`src/rtl/lin_hdr_pkg.sv`:
```
// Shared types and constants for the LIN master header generator.
package lin_hdr_pkg;

    // Sequencer phases of one header.
    typedef enum logic [2:0] {
        ST_IDLE  = 3'd0,
        ST_BRK   = 3'd1,
        ST_DELIM = 3'd2,
        ST_SYNC  = 3'd3,
        ST_IDB   = 3'd4
    } hdr_state_t;

    localparam logic [7:0] SYNC_BYTE  = 8'h55;
    localparam int         FRAME_BITS = 10;   // start + 8 data + stop

endpackage

```
`src/rtl/lin_bit_clk.sv`:
```
// Bit-period tick generator.
// Produces a one-cycle tick every div_i clocks while en_i is high and
// restarts from zero when en_i is low. Assumes div_i >= 2 (the caller clamps it).
module lin_bit_clk #(
    parameter int DIV_W = 16
) (
    input  logic             clk,
    input  logic             rst_n,
    input  logic             en_i,
    input  logic [DIV_W-1:0] div_i,
    output logic             tick_o
);

    logic [DIV_W-1:0] cnt_q;

    assign tick_o = en_i && (cnt_q == div_i - DIV_W'(1));

    // Count clocks within the current bit; wrap on the tick.
    always_ff @(posedge clk) begin
        if (!rst_n) begin
            cnt_q <= '0;
        end else if (!en_i || tick_o) begin
            cnt_q <= '0;
        end else begin
            cnt_q <= cnt_q + DIV_W'(1);
        end
    end

    // the counter never runs past the clamped divider.
    assert_cnt_range_R10: assert property (@(posedge clk) disable iff (!rst_n)
        en_i |-> (cnt_q < div_i));

endmodule

```
`src/rtl/lin_brk_timer.sv`:
```
// Break-length timer.
// Counts bit ticks while the run-control input is high and flags the tick
// that completes len_i bit times. Its running-status flag follows the
// control input one count-source tick late. Assumes len_i >= 1.
module lin_brk_timer #(
    parameter int LEN_W = 6
) (
    input  logic             clk,
    input  logic             rst_n,
    input  logic             tick_i,
    input  logic             run_ctl_i,
    input  logic [LEN_W-1:0] len_i,
    output logic             brk_end_o,
    output logic             run_o
);

    logic [LEN_W-1:0] cnt_q;
    logic             run_q;

    assign brk_end_o = run_ctl_i && tick_i && (cnt_q == len_i - LEN_W'(1));
    assign run_o     = run_q;

    // Count elapsed break bit times; hold at zero while stopped.
    always_ff @(posedge clk) begin
        if (!rst_n) begin
            cnt_q <= '0;
        end else if (!run_ctl_i) begin
            cnt_q <= '0;
        end else if (tick_i) begin
            cnt_q <= cnt_q + LEN_W'(1);
        end
    end

    // Status flag takes the control value on each count-source tick.
    always_ff @(posedge clk) begin
        if (!rst_n) begin
            run_q <= 1'b0;
        end else if (tick_i) begin
            run_q <= run_ctl_i;
        end
    end

    // the status flag changes only on a count-source tick.
    assert_run_on_tick_R5: assert property (@(posedge clk) disable iff (!rst_n)
        ($rose(run_q) || $fell(run_q)) |-> $past(tick_i));

endmodule

```
`src/rtl/lin_brk_status.sv`:
```
// Break-done status.
// Delays the break-end event through two stages, then sets a sticky flag
// and fires a one-cycle interrupt. The flag is cleared by a write-one
// pulse; a set in the same cycle wins.
module lin_brk_status (
    input  logic clk,
    input  logic rst_n,
    input  logic brk_end_i,
    input  logic clr_i,
    output logic flag_o,
    output logic irq_o
);

    logic [1:0] dly_q;
    logic       flag_q;
    logic       irq_q;

    assign flag_o = flag_q;
    assign irq_o  = irq_q;

    // Two-stage lag from break end to flag set.
    always_ff @(posedge clk) begin
        if (!rst_n) begin
            dly_q <= '0;
        end else begin
            dly_q <= {dly_q[0], brk_end_i};
        end
    end

    // Sticky flag with write-one-to-clear; setting has priority.
    always_ff @(posedge clk) begin
        if (!rst_n) begin
            flag_q <= 1'b0;
        end else if (dly_q[1]) begin
            flag_q <= 1'b1;
        end else if (clr_i) begin
            flag_q <= 1'b0;
        end
    end

    // Interrupt pulse coincides with the flag being set.
    always_ff @(posedge clk) begin
        if (!rst_n) begin
            irq_q <= 1'b0;
        end else begin
            irq_q <= dly_q[1];
        end
    end

    // the flag rises exactly three edges after the break-end event.
    assert_flag_lag_R6: assert property (@(posedge clk) disable iff (!rst_n)
        $rose(flag_q) |-> $past(brk_end_i, 3));

    // the interrupt is a single-cycle pulse.
    assert_irq_pulse_R7: assert property (@(posedge clk) disable iff (!rst_n)
        irq_q |=> !irq_q);

endmodule

```
`src/rtl/lin_hdr_gen.sv`:
```
// LIN master header generator (top).
// On a start request in idle, captures the identifier, break length and
// bit divider, then drives break, delimiter, 0x55 and the identifier in
// UART framing on tx_o. Start requests while busy are ignored.
module lin_hdr_gen
    import lin_hdr_pkg::*;
#(
    parameter int DIV_W   = 16,
    parameter int LEN_W   = 6,
    parameter int DEF_BRK = 13
) (
    input  logic             clk,
    input  logic             rst_n,
    input  logic             start_i,
    input  logic [7:0]       id_i,
    input  logic [LEN_W-1:0] brk_len_i,
    input  logic [DIV_W-1:0] bit_div_i,
    input  logic             brk_clr_i,
    output logic             tx_o,
    output logic             busy_o,
    output logic             brk_run_o,
    output logic             brk_done_o,
    output logic             brk_irq_o,
    output logic             hdr_done_o
);

    localparam int         BITN_W    = $clog2(FRAME_BITS);
    localparam logic [BITN_W-1:0] LAST_BIT = BITN_W'(FRAME_BITS - 1);
    localparam logic [DIV_W-1:0]  MIN_DIV  = DIV_W'(2);

    hdr_state_t        state_q;
    logic              tx_q;
    logic              run_ctl_q;
    logic              done_q;
    logic [7:0]        id_q;
    logic [LEN_W-1:0]  len_q;
    logic [DIV_W-1:0]  div_q;
    logic [8:0]        sh_q;
    logic [BITN_W-1:0] bitn_q;
    logic              tick;
    logic              brk_end;

    assign tx_o       = tx_q;
    assign busy_o     = (state_q != ST_IDLE);
    assign hdr_done_o = done_q;

    lin_bit_clk #(.DIV_W(DIV_W)) bit_clk_i (
        .clk    (clk),
        .rst_n  (rst_n),
        .en_i   (busy_o),
        .div_i  (div_q),
        .tick_o (tick)
    );

    lin_brk_timer #(.LEN_W(LEN_W)) brk_timer_i (
        .clk       (clk),
        .rst_n     (rst_n),
        .tick_i    (tick),
        .run_ctl_i (run_ctl_q),
        .len_i     (len_q),
        .brk_end_o (brk_end),
        .run_o     (brk_run_o)
    );

    lin_brk_status brk_status_i (
        .clk       (clk),
        .rst_n     (rst_n),
        .brk_end_i (brk_end),
        .clr_i     (brk_clr_i),
        .flag_o    (brk_done_o),
        .irq_o     (brk_irq_o)
    );

    // Header sequencer: phase control, bit serialiser and line driver.
    always_ff @(posedge clk) begin
        if (!rst_n) begin
            state_q   <= ST_IDLE;
            tx_q      <= 1'b1;
            run_ctl_q <= 1'b0;
            done_q    <= 1'b0;
            id_q      <= '0;
            len_q     <= LEN_W'(DEF_BRK);
            div_q     <= MIN_DIV;
            sh_q      <= '0;
            bitn_q    <= '0;
        end else begin
            done_q <= 1'b0;
            case (state_q)
                ST_IDLE: begin
                    if (start_i) begin
                        state_q   <= ST_BRK;
                        tx_q      <= 1'b0;
                        run_ctl_q <= 1'b1;
                        id_q      <= id_i;
                        len_q     <= (brk_len_i == '0) ? LEN_W'(DEF_BRK) : brk_len_i;
                        div_q     <= (bit_div_i < MIN_DIV) ? MIN_DIV : bit_div_i;
                    end
                end
                ST_BRK: begin
                    if (brk_end) begin
                        state_q   <= ST_DELIM;
                        tx_q      <= 1'b1;
                        run_ctl_q <= 1'b0;
                    end
                end
                ST_DELIM: begin
                    if (tick) begin
                        state_q <= ST_SYNC;
                        tx_q    <= 1'b0;
                        sh_q    <= {1'b1, SYNC_BYTE};
                        bitn_q  <= '0;
                    end
                end
                ST_SYNC, ST_IDB: begin
                    if (tick) begin
                        if (bitn_q == LAST_BIT) begin
                            if (state_q == ST_SYNC) begin
                                state_q <= ST_IDB;
                                tx_q    <= 1'b0;
                                sh_q    <= {1'b1, id_q};
                                bitn_q  <= '0;
                            end else begin
                                state_q <= ST_IDLE;
                                tx_q    <= 1'b1;
                                done_q  <= 1'b1;
                            end
                        end else begin
                            tx_q   <= sh_q[0];
                            sh_q   <= {1'b0, sh_q[8:1]};
                            bitn_q <= bitn_q + BITN_W'(1);
                        end
                    end
                end
                default: state_q <= ST_IDLE;
            endcase
        end
    end

    // the line idles high whenever no header is in progress.
    assert_idle_high_R1: assert property (@(posedge clk) disable iff (!rst_n)
        !busy_o |-> tx_o);

    // the line is held low while the break timer is running.
    assert_brk_low_R2: assert property (@(posedge clk) disable iff (!rst_n)
        run_ctl_q |-> !tx_o);

    // a start request while busy leaves the captured identifier alone.
    assert_start_ignored_R8: assert property (@(posedge clk) disable iff (!rst_n)
        (busy_o && start_i) |=> $stable(id_q));

    // the header-done indication is a single-cycle pulse outside busy.
    assert_done_pulse_R9: assert property (@(posedge clk) disable iff (!rst_n)
        hdr_done_o |-> (!busy_o ##1 !hdr_done_o));

endmodule

```
`config.mk`:
```
export PLATFORM = sky130hd
export DESIGN_NAME = lin_hdr_gen
export DESIGN_NICKNAME = d
export VERILOG_FILES = /design/src/rtl/lin_hdr_pkg.sv /design/src/rtl/lin_bit_clk.sv /design/src/rtl/lin_brk_timer.sv /design/src/rtl/lin_brk_status.sv /design/src/rtl/lin_hdr_gen.sv
export SDC_FILE = /design/constraint.sdc
export NUM_CORES = 1
export LEC_CHECK = 0
export CORE_MARGIN = 10
export CORE_UTILIZATION = 30
export CTS_BUF_LIST = sky130_fd_sc_hd__clkbuf_8
export CTS_CLUSTER_SIZE = 12
export DETAILED_ROUTE_END_ITERATION = 10
export MAX_ROUTING_LAYER = met4
export SKIP_LAST_GASP = 1
export SYNTH_ARGS = -nofsm -noshare
export SYNTH_HDL_FRONTEND = slang
export SYNTH_SLANG_ARGS = --single-unit
```
`constraint.sdc`:
```
create_clock -name clk -period 9.8 [get_ports clk]
set_input_delay 1.96 -clock clk [delete_from_list [all_inputs] [get_ports clk]]
set_output_delay 1.96 -clock clk [all_outputs]
set_load 0.03 [all_outputs]
```
==> results of run 1 <==
[registers in the layout (all words and copies together) (netlist names), 3 cells and up]
register	flops
bit_clk_i.cnt_q	16
bitn_q	4
brk_timer_i.cnt_q	6
div_q	16
id_q	8
len_q	6
sh_q	9
state_q	3
[power by group]
group	switching, mW	internal, mW	total [mW]	leakage, nW
Clock	0.119	0.176	0.295	0.122
Sequential	0.0114	0.317	0.328	0.618
Combinational	0.0425	0.0379	0.0804	0.954
[metal layers]
layer / vias to the layer above / wire [um] / share of wire
met3: 13 / 473 / 0.049
met2: 70 / 4370 / 0.46
met5: - / 0 / 0
met4: 0 / 180 / 0.019
li1: 1781 / - / -
met1: 1659 / 4560 / 0.48
[metrics by stage]
stage	area, um2	util
floorplan	4070	-
global placement	4600	0.348
detailed placement	4600	0.348
CTS	4850	0.366
global route	4850	0.366
finish	4850	0.366
[cell type report]
class / count / area share
Multi-Input combinational cell: 381 / 0.494
Sequential cell: 76 / 0.314
Timing Repair Buffer: 43 / 0.0867
Tap cell: 176 / 0.0454
Clock buffer: 10 / 0.0284
Clock inverter: 6 / 0.0230
Inverter: 12 / 0.00929
[cells in the final DEF (no fill, tap or decap), drive strengths merged, types with 3 or more instances in the layout]
cell type / count
a211oi: 5
o22ai: 5
a21o: 3
o31a: 3
xnor2: 27
ha: 6
or4: 4
and2: 6
a21boi: 29
nor4: 9
or3: 3
nand2b: 4
clkbuf: 10
nand4: 9
nand2: 86
inv: 11
xor2: 14
mux2i: 12
nand4b: 4
nor2: 43
and3: 6
dfxtp: 76
o31ai: 3
nand3: 15
nor2b: 12
or2: 4
clkdlybuf4s50: 39
o21a: 5
nor3: 14
o21ai: 6
a2111oi: 4
clkinv: 3
a21oi: 14
bufinv: 3
o211a: 4
buf: 4
[worst paths after layout]
| kind | from | cells after the start | endpoint |
|---|---|---|---|
| setup / recovery | state_q[2] | 3 | busy_o |
| hold / removal | brk_status_i.dly_q[0] | 1 | brk_status_i.dly_q[1] |
| setup reg to reg | div_q[0] | 9 | brk_timer_i.cnt_q[4] |
| hold reg to reg | brk_status_i.dly_q[0] | 1 | brk_status_i.dly_q[1] |
[worst max-delay path, delay by kind of cell, from the launching register on]
kind | cells | cell delay, ns
AND/OR/NAND/NOR | 1 | 0.49
buffers and inverters | 2 | 1.05
flip-flops | 1 | 0.40
[cell families after synthesis]
group / after synthesis
XOR/XNOR: 41
multiplexers: 12
AO/OA/AOI/OAI: 93
flip-flops: 76
adder cells (fa/ha/maj): 6
buffers and inverters: 38
AND/OR/NAND/NOR: 229
==> reports/results.tsv, run 1 <==
metric	value	unit
Avg Inst Size Synth	8.22	um2
setup TNS	0	ns
worst vdd ir	77.7	uV
Die Span X	136	um
commonest cells in the synthesized netlist	nand2_1 (86), dfxtp_1 (76), nor2_1 (43)	
WP data required	7.84	ns
Vias/cell	5.00	
diode count	0	
Core Rows	42	
adder-cell share of the synthesized area	0.0185	
Min Clock Period, post-route	4.27	ns
largest cells by area after synthesis	dfxtp_1 (37%), nand2_1 (7.9%), xnor2_1 (5.8%)	
area of the multi-input gates	2390	um2
layout overhead on the synthesized area	19.3	%
reg-to-reg setup timing slack	6.25	ns
worst-path maximum fanout	11	
Compound-Gate Fraction of Synth Area	0.173	
RePlAce Congestion	0.849	
Worst slew margin	0.354	
Max Cap Violations	0	
Setup CP Type	reg2out	
Synth Area in XOR/XNOR	0.0883	
# resized after CTS	0	
clk slew on worst S/H paths	0.08	ns
met1 usage in global routing	0.138	
status	complete, no violations	
global route overflow	0	
slowest cell delay on critical path	0.70	ns
Post-synth EDFFs	0	
CP Capture Type	primary output	
setup bufs post-CTS	0	
Min-Delay Path Class	reg2reg	
via count	3523	
CTS tree	yes	
arrival time at the worst endpoint	2.31	ns
Fin. Hold Viols	0	
Avg WL per Cell	13.6	um
# port buffers	39	
Clock Sink Count	76	
vias in the first global route	3455	
GRT Total Usage	0.112	
share of layout cells above drive strength 1	0.0663	
Syn Inst Count	495	
RSZ-0062 raised after global routing	no	
Leak	1.69	nW
met3 usage	0.0277	
Core ar.	13200	um2
Pins Over Slew Limit	0	
H-tree depth	3	
clk_skew	0.0107	ns
top-level I/O count	40	
asr flop ratio synth	0	
drt first-iter violations	237	
Overall Power	704	uW
#FFs+latches synth	76	
count leader, synth	nand2_1	
Netlist Area Pre-Place	4070	um2
met2 usage	0.169	
# setup viols final	0	
Die ar.	18600	um2
TritonCTS buffer count	9	
Root Buffer	clkbuf_8	
Nets	563	
Die Y-Extent	136	um
multiplexer share of the synthesized area	0.0295	
DR DRC count	0	
DRT Pass-1 Iters	5	
cts hold-fix bufs	0	
maximum root-to-sink buffer count	2	
initial core utilization	0.307	
Setup WS post-layout	5.53	ns
Synth Area in Simple Gates	0.279	
Yosys top cell by area	dfxtp_1	
clock latency on the worst-skew pair	0.35	ns
Non-Filler Instances	704	
Placed Cells	688	
largest net degree at the start of global routing	60	
total wire length	9590	um
Hold WS	0.436	ns
post-DP HPWL	6970	um
post-synth top area share	0.374	
Top Usage Layer GRT	met2	
initial antenna violation count	0	
library cells used by synthesis	59	
pin slew with the least headroom to its limit	0.966	ns
Power per Cell Area	145	nW/um2
fmax	234	MHz
part of the cycle the worst path needs	0.435	
post-synth net total	535	
global-route wire length before repair	16600	um
CP Launch Type	flop	
register area	1520	um2
pre-CTS setup slack	5.92	ns
Critical Path, Cell by Cell	nor3_1, clkinv_1, clkdlybuf4s50_1	
dominant synthesized flop cell	dfxtp_1	
Yosys warnings	0	
ANT nets after route	0	
sequential area share after synthesis	0.374	
slowest stage cell, crit path	clkdlybuf4s50_1	
largest family of logic cells by synthesized area	simple AND/OR/NAND/NOR gates	
Fillers	1378	
(Power assumes the default switching activity.)
==> run 2, diff against run 1 <==
clock period = 4.08 ns   (was 9.8 ns; I/O delays follow)
==> run 2 against run 1 <==
  * Count of clock-buffer cells in the layout decreased by 1
  * Critical endpoint is now brk_timer_i.cnt_q[5]
  * Non-clock buffer count up 1
  * Design area down 0.36%
  * Largest cell class unchanged
  * Hold slack gained 0.018 ns
  * Final cell count rose by 0.14%
  * Flip-flop and latch count did not move
  * Critical path depth is 6 higher
  * Combinational power up 140%
  * Highest routed layer unchanged
  * Utilization shrank 0.13 points
==> reports/results.tsv, run 2 (synthesis results as in run 1) <==
metric	value	unit	change
RePlAce Congestion	0.865		+2.0%
cell count of the worst hold path	1		unchanged
met2 usage	0.174		+0.00486
Top Usage Layer GRT	met2		
Leak	1.68	nW	-0.92%
Setup CP Type	reg2reg		
post-DP HPWL	7330	um	+5.2%
clk_skew	0.00605	ns	-0.00465 ns
sequential power share	0.484		+0.017
worst vdd ir	212	uV	+170%
met3 usage	0.0288		+0.00111
setup bufs post-CTS	0		unchanged
# setup viols final	0		unchanged
# port buffers	39		unchanged
Die Y-Extent	136	um	unchanged
drt first-iter violations	202		-15%
Core ar.	13200	um2	unchanged
diode count	0		unchanged
share of layout cells above drive strength 1	0.0681		+0.00177
global route overflow	0		unchanged
Pins Over Slew Limit	0		unchanged
initial antenna violation count	0		unchanged
fmax	285	MHz	
TritonCTS buffer count	9		unchanged
Root Buffer	clkbuf_8		
RSZ-0062 raised after global routing	no		
CP Capture Type	flop		
startpoint of the worst setup timing path	div_q[0]		
Hold WS	0.454	ns	+0.0177 ns
most common cell after layout, fill and taps aside	nand2_1		
Die Span X	136	um	unchanged
Nets	564		+0.18%
vias in the first global route	3336		-3.4%
clock latency on the worst-skew pair	0.37	ns	+0.02 ns
DRT Pass-1 Iters	4		-1
Internal	1.20	mW	+130%
Psw	430	uW	+150%
total wire length	9870	um	+2.9%
clock share of power	0.396		-0.023
setup TNS	0	ns	unchanged
Fin. Hold Viols	0		unchanged
ANT nets after route	0		unchanged
Min Clock Period, post-route	3.51	ns	
register area	1520	um2	unchanged
clk slew on worst S/H paths	0.08	ns	about the same
Fillers	1380		+0.15%
Worst slew margin	0.355		+0.000829
# resized after CTS	0		unchanged
H-tree depth	3		unchanged
worst-path maximum fanout	9		-2
Max Cap Violations	0		unchanged
initial core utilization	0.307		unchanged
Switching Fraction	0.264		+0.0179
arrival time at the worst endpoint	3.76	ns	+1.45 ns
via count	3478		-1.3%
Clock Sink Count	76		unchanged
met1 usage in global routing	0.139		+0.000495
reg-to-reg setup timing slack	0.57	ns	-5.68 ns
GRT Total Usage	0.113		+0.000805
Min-Delay Path Class	reg2reg		
cts hold-fix bufs	0		unchanged
CTS tree	yes		
CP Launch Type	flop		
largest net degree at the start of global routing	27		-55%
WP data required	4.33	ns	-3.51 ns
maximum root-to-sink buffer count	2		unchanged
biggest regs	bit_clk_i.cnt_q: 16 flops, div_q: 16 flops, sh_q: 9 flops		
top-level I/O count	40		unchanged
pin slew with the least headroom to its limit	0.965	ns	-0.00124 ns
global-route wire length before repair	16400	um	-1.2%
area of the multi-input gates	2390	um2	unchanged
Avg WL per Cell	14.0	um	+2.8%
RR Endpoint	brk_timer_i.cnt_q[5]		
FF-to-FF path depth	9		unchanged
part of the cycle the worst path needs	0.860		
DR DRC count	0		unchanged
Vias/cell	4.93		-1.4%
status	complete, no violations		
layout overhead on the synthesized area	18.8	%	
Comb power frac	0.120		+0.006
Die ar.	18600	um2	unchanged
Power per Cell Area	337	nW/um2	+130%
hold path endpoint	brk_status_i.dly_q[1]		
Hold Crit Start	brk_status_i.dly_q[0]		
worst r2r src	div_q[0]		
commonest non-fill, non-tap cells in the layout	nand2_1 (86), dfxtp_1 (76), nor2_1 (42)		
Core Rows	42		unchanged
run 2: changes by cell type in the layout (fill, tap and decap cells not counted), sizes merged:
| cell | delta |
|---|---|
| buf | +1 |
| bufinv | -1 |
| clkbuf | -1 |
| clkinv | -1 |
| clkinvlp | +2 |
| inv | +1 |
run 2: area by class of cell:
type | count | area share
multi-input combinational | 381 | 0.495
sequential | 76 | 0.315
timing repair buffer | 44 | 0.0885
tap | 176 | 0.0456
clock buffer | 9 | 0.0256
clock inverter | 7 | 0.0207
inverter | 12 | 0.00932
run 2: how the worst max path moves through the flow:
| stage | end | slack (ns) | cells after the start |
|---|---|---|---|
| 2_1_floorplan | brk_timer_i.cnt_q[5] | 0.84 | 11 |
| 3_3_place_gp | brk_timer_i.cnt_q[5] | 0.68 | 9 |
| 3_5_place_dp | brk_timer_i.cnt_q[5] | 0.58 | 9 |
| 4_1_cts | brk_timer_i.cnt_q[5] | 0.57 | 9 |
| 5_1_grt | state_q[0] | 0.31 | 10 |
| 6_report | brk_timer_i.cnt_q[5] | 0.57 | 9 |
run 2: worst max-delay path, cell delays in order (launching register included):
cell and delay (ns):
dfxtp_1 0.37, inv_1 0.08, ha_1 0.19, or4b_1 0.62, a2111oi_1 0.45, a211oi_1 0.19
or4_4 0.59, a2111oi_4 0.57, nand4_1 0.18, mux2i_1 0.16
run 2: power groups by stage:
stage	logic (mW)	clock network, mW	registers, mW
after floorplan	0.130	0	0.795
after global placement	0.194	0	0.805
after detailed placement	0.195	0	0.806
after CTS	0.196	0.677	0.788
after global routing	0.219	0.702	0.792
final	0.195	0.646	0.788
run 2: stage by stage:
stage	setup slack [ns]	total power [mW]	cells	util	area, um2
after CTS	0.568	1.66	705	0.365	4830
after global routing	0.308	1.71	705	0.365	4830
after global placement	0.684	0.999	689	0.348	4610
after detailed placement	0.583	1.00	689	0.348	4610
after floorplan	0.845	0.926	495	-	4070
final	0.571	1.63	705	0.365	4830
run 2: metal layers:
metal,up-vias,part of all wire,wire (um)
li1,1790,-,-
met1,1618,0.50,4900
met2,60,0.45,4450
met3,10,0.035,347
met4,0,0.017,166
met5,-,0,0
==> run 3, diff against run 2 <==
HOLD_SLACK_MARGIN = 0.12   (was default)
==> results of run 3 <==
Final layout, timing and power as in run 2 (identical DEF).
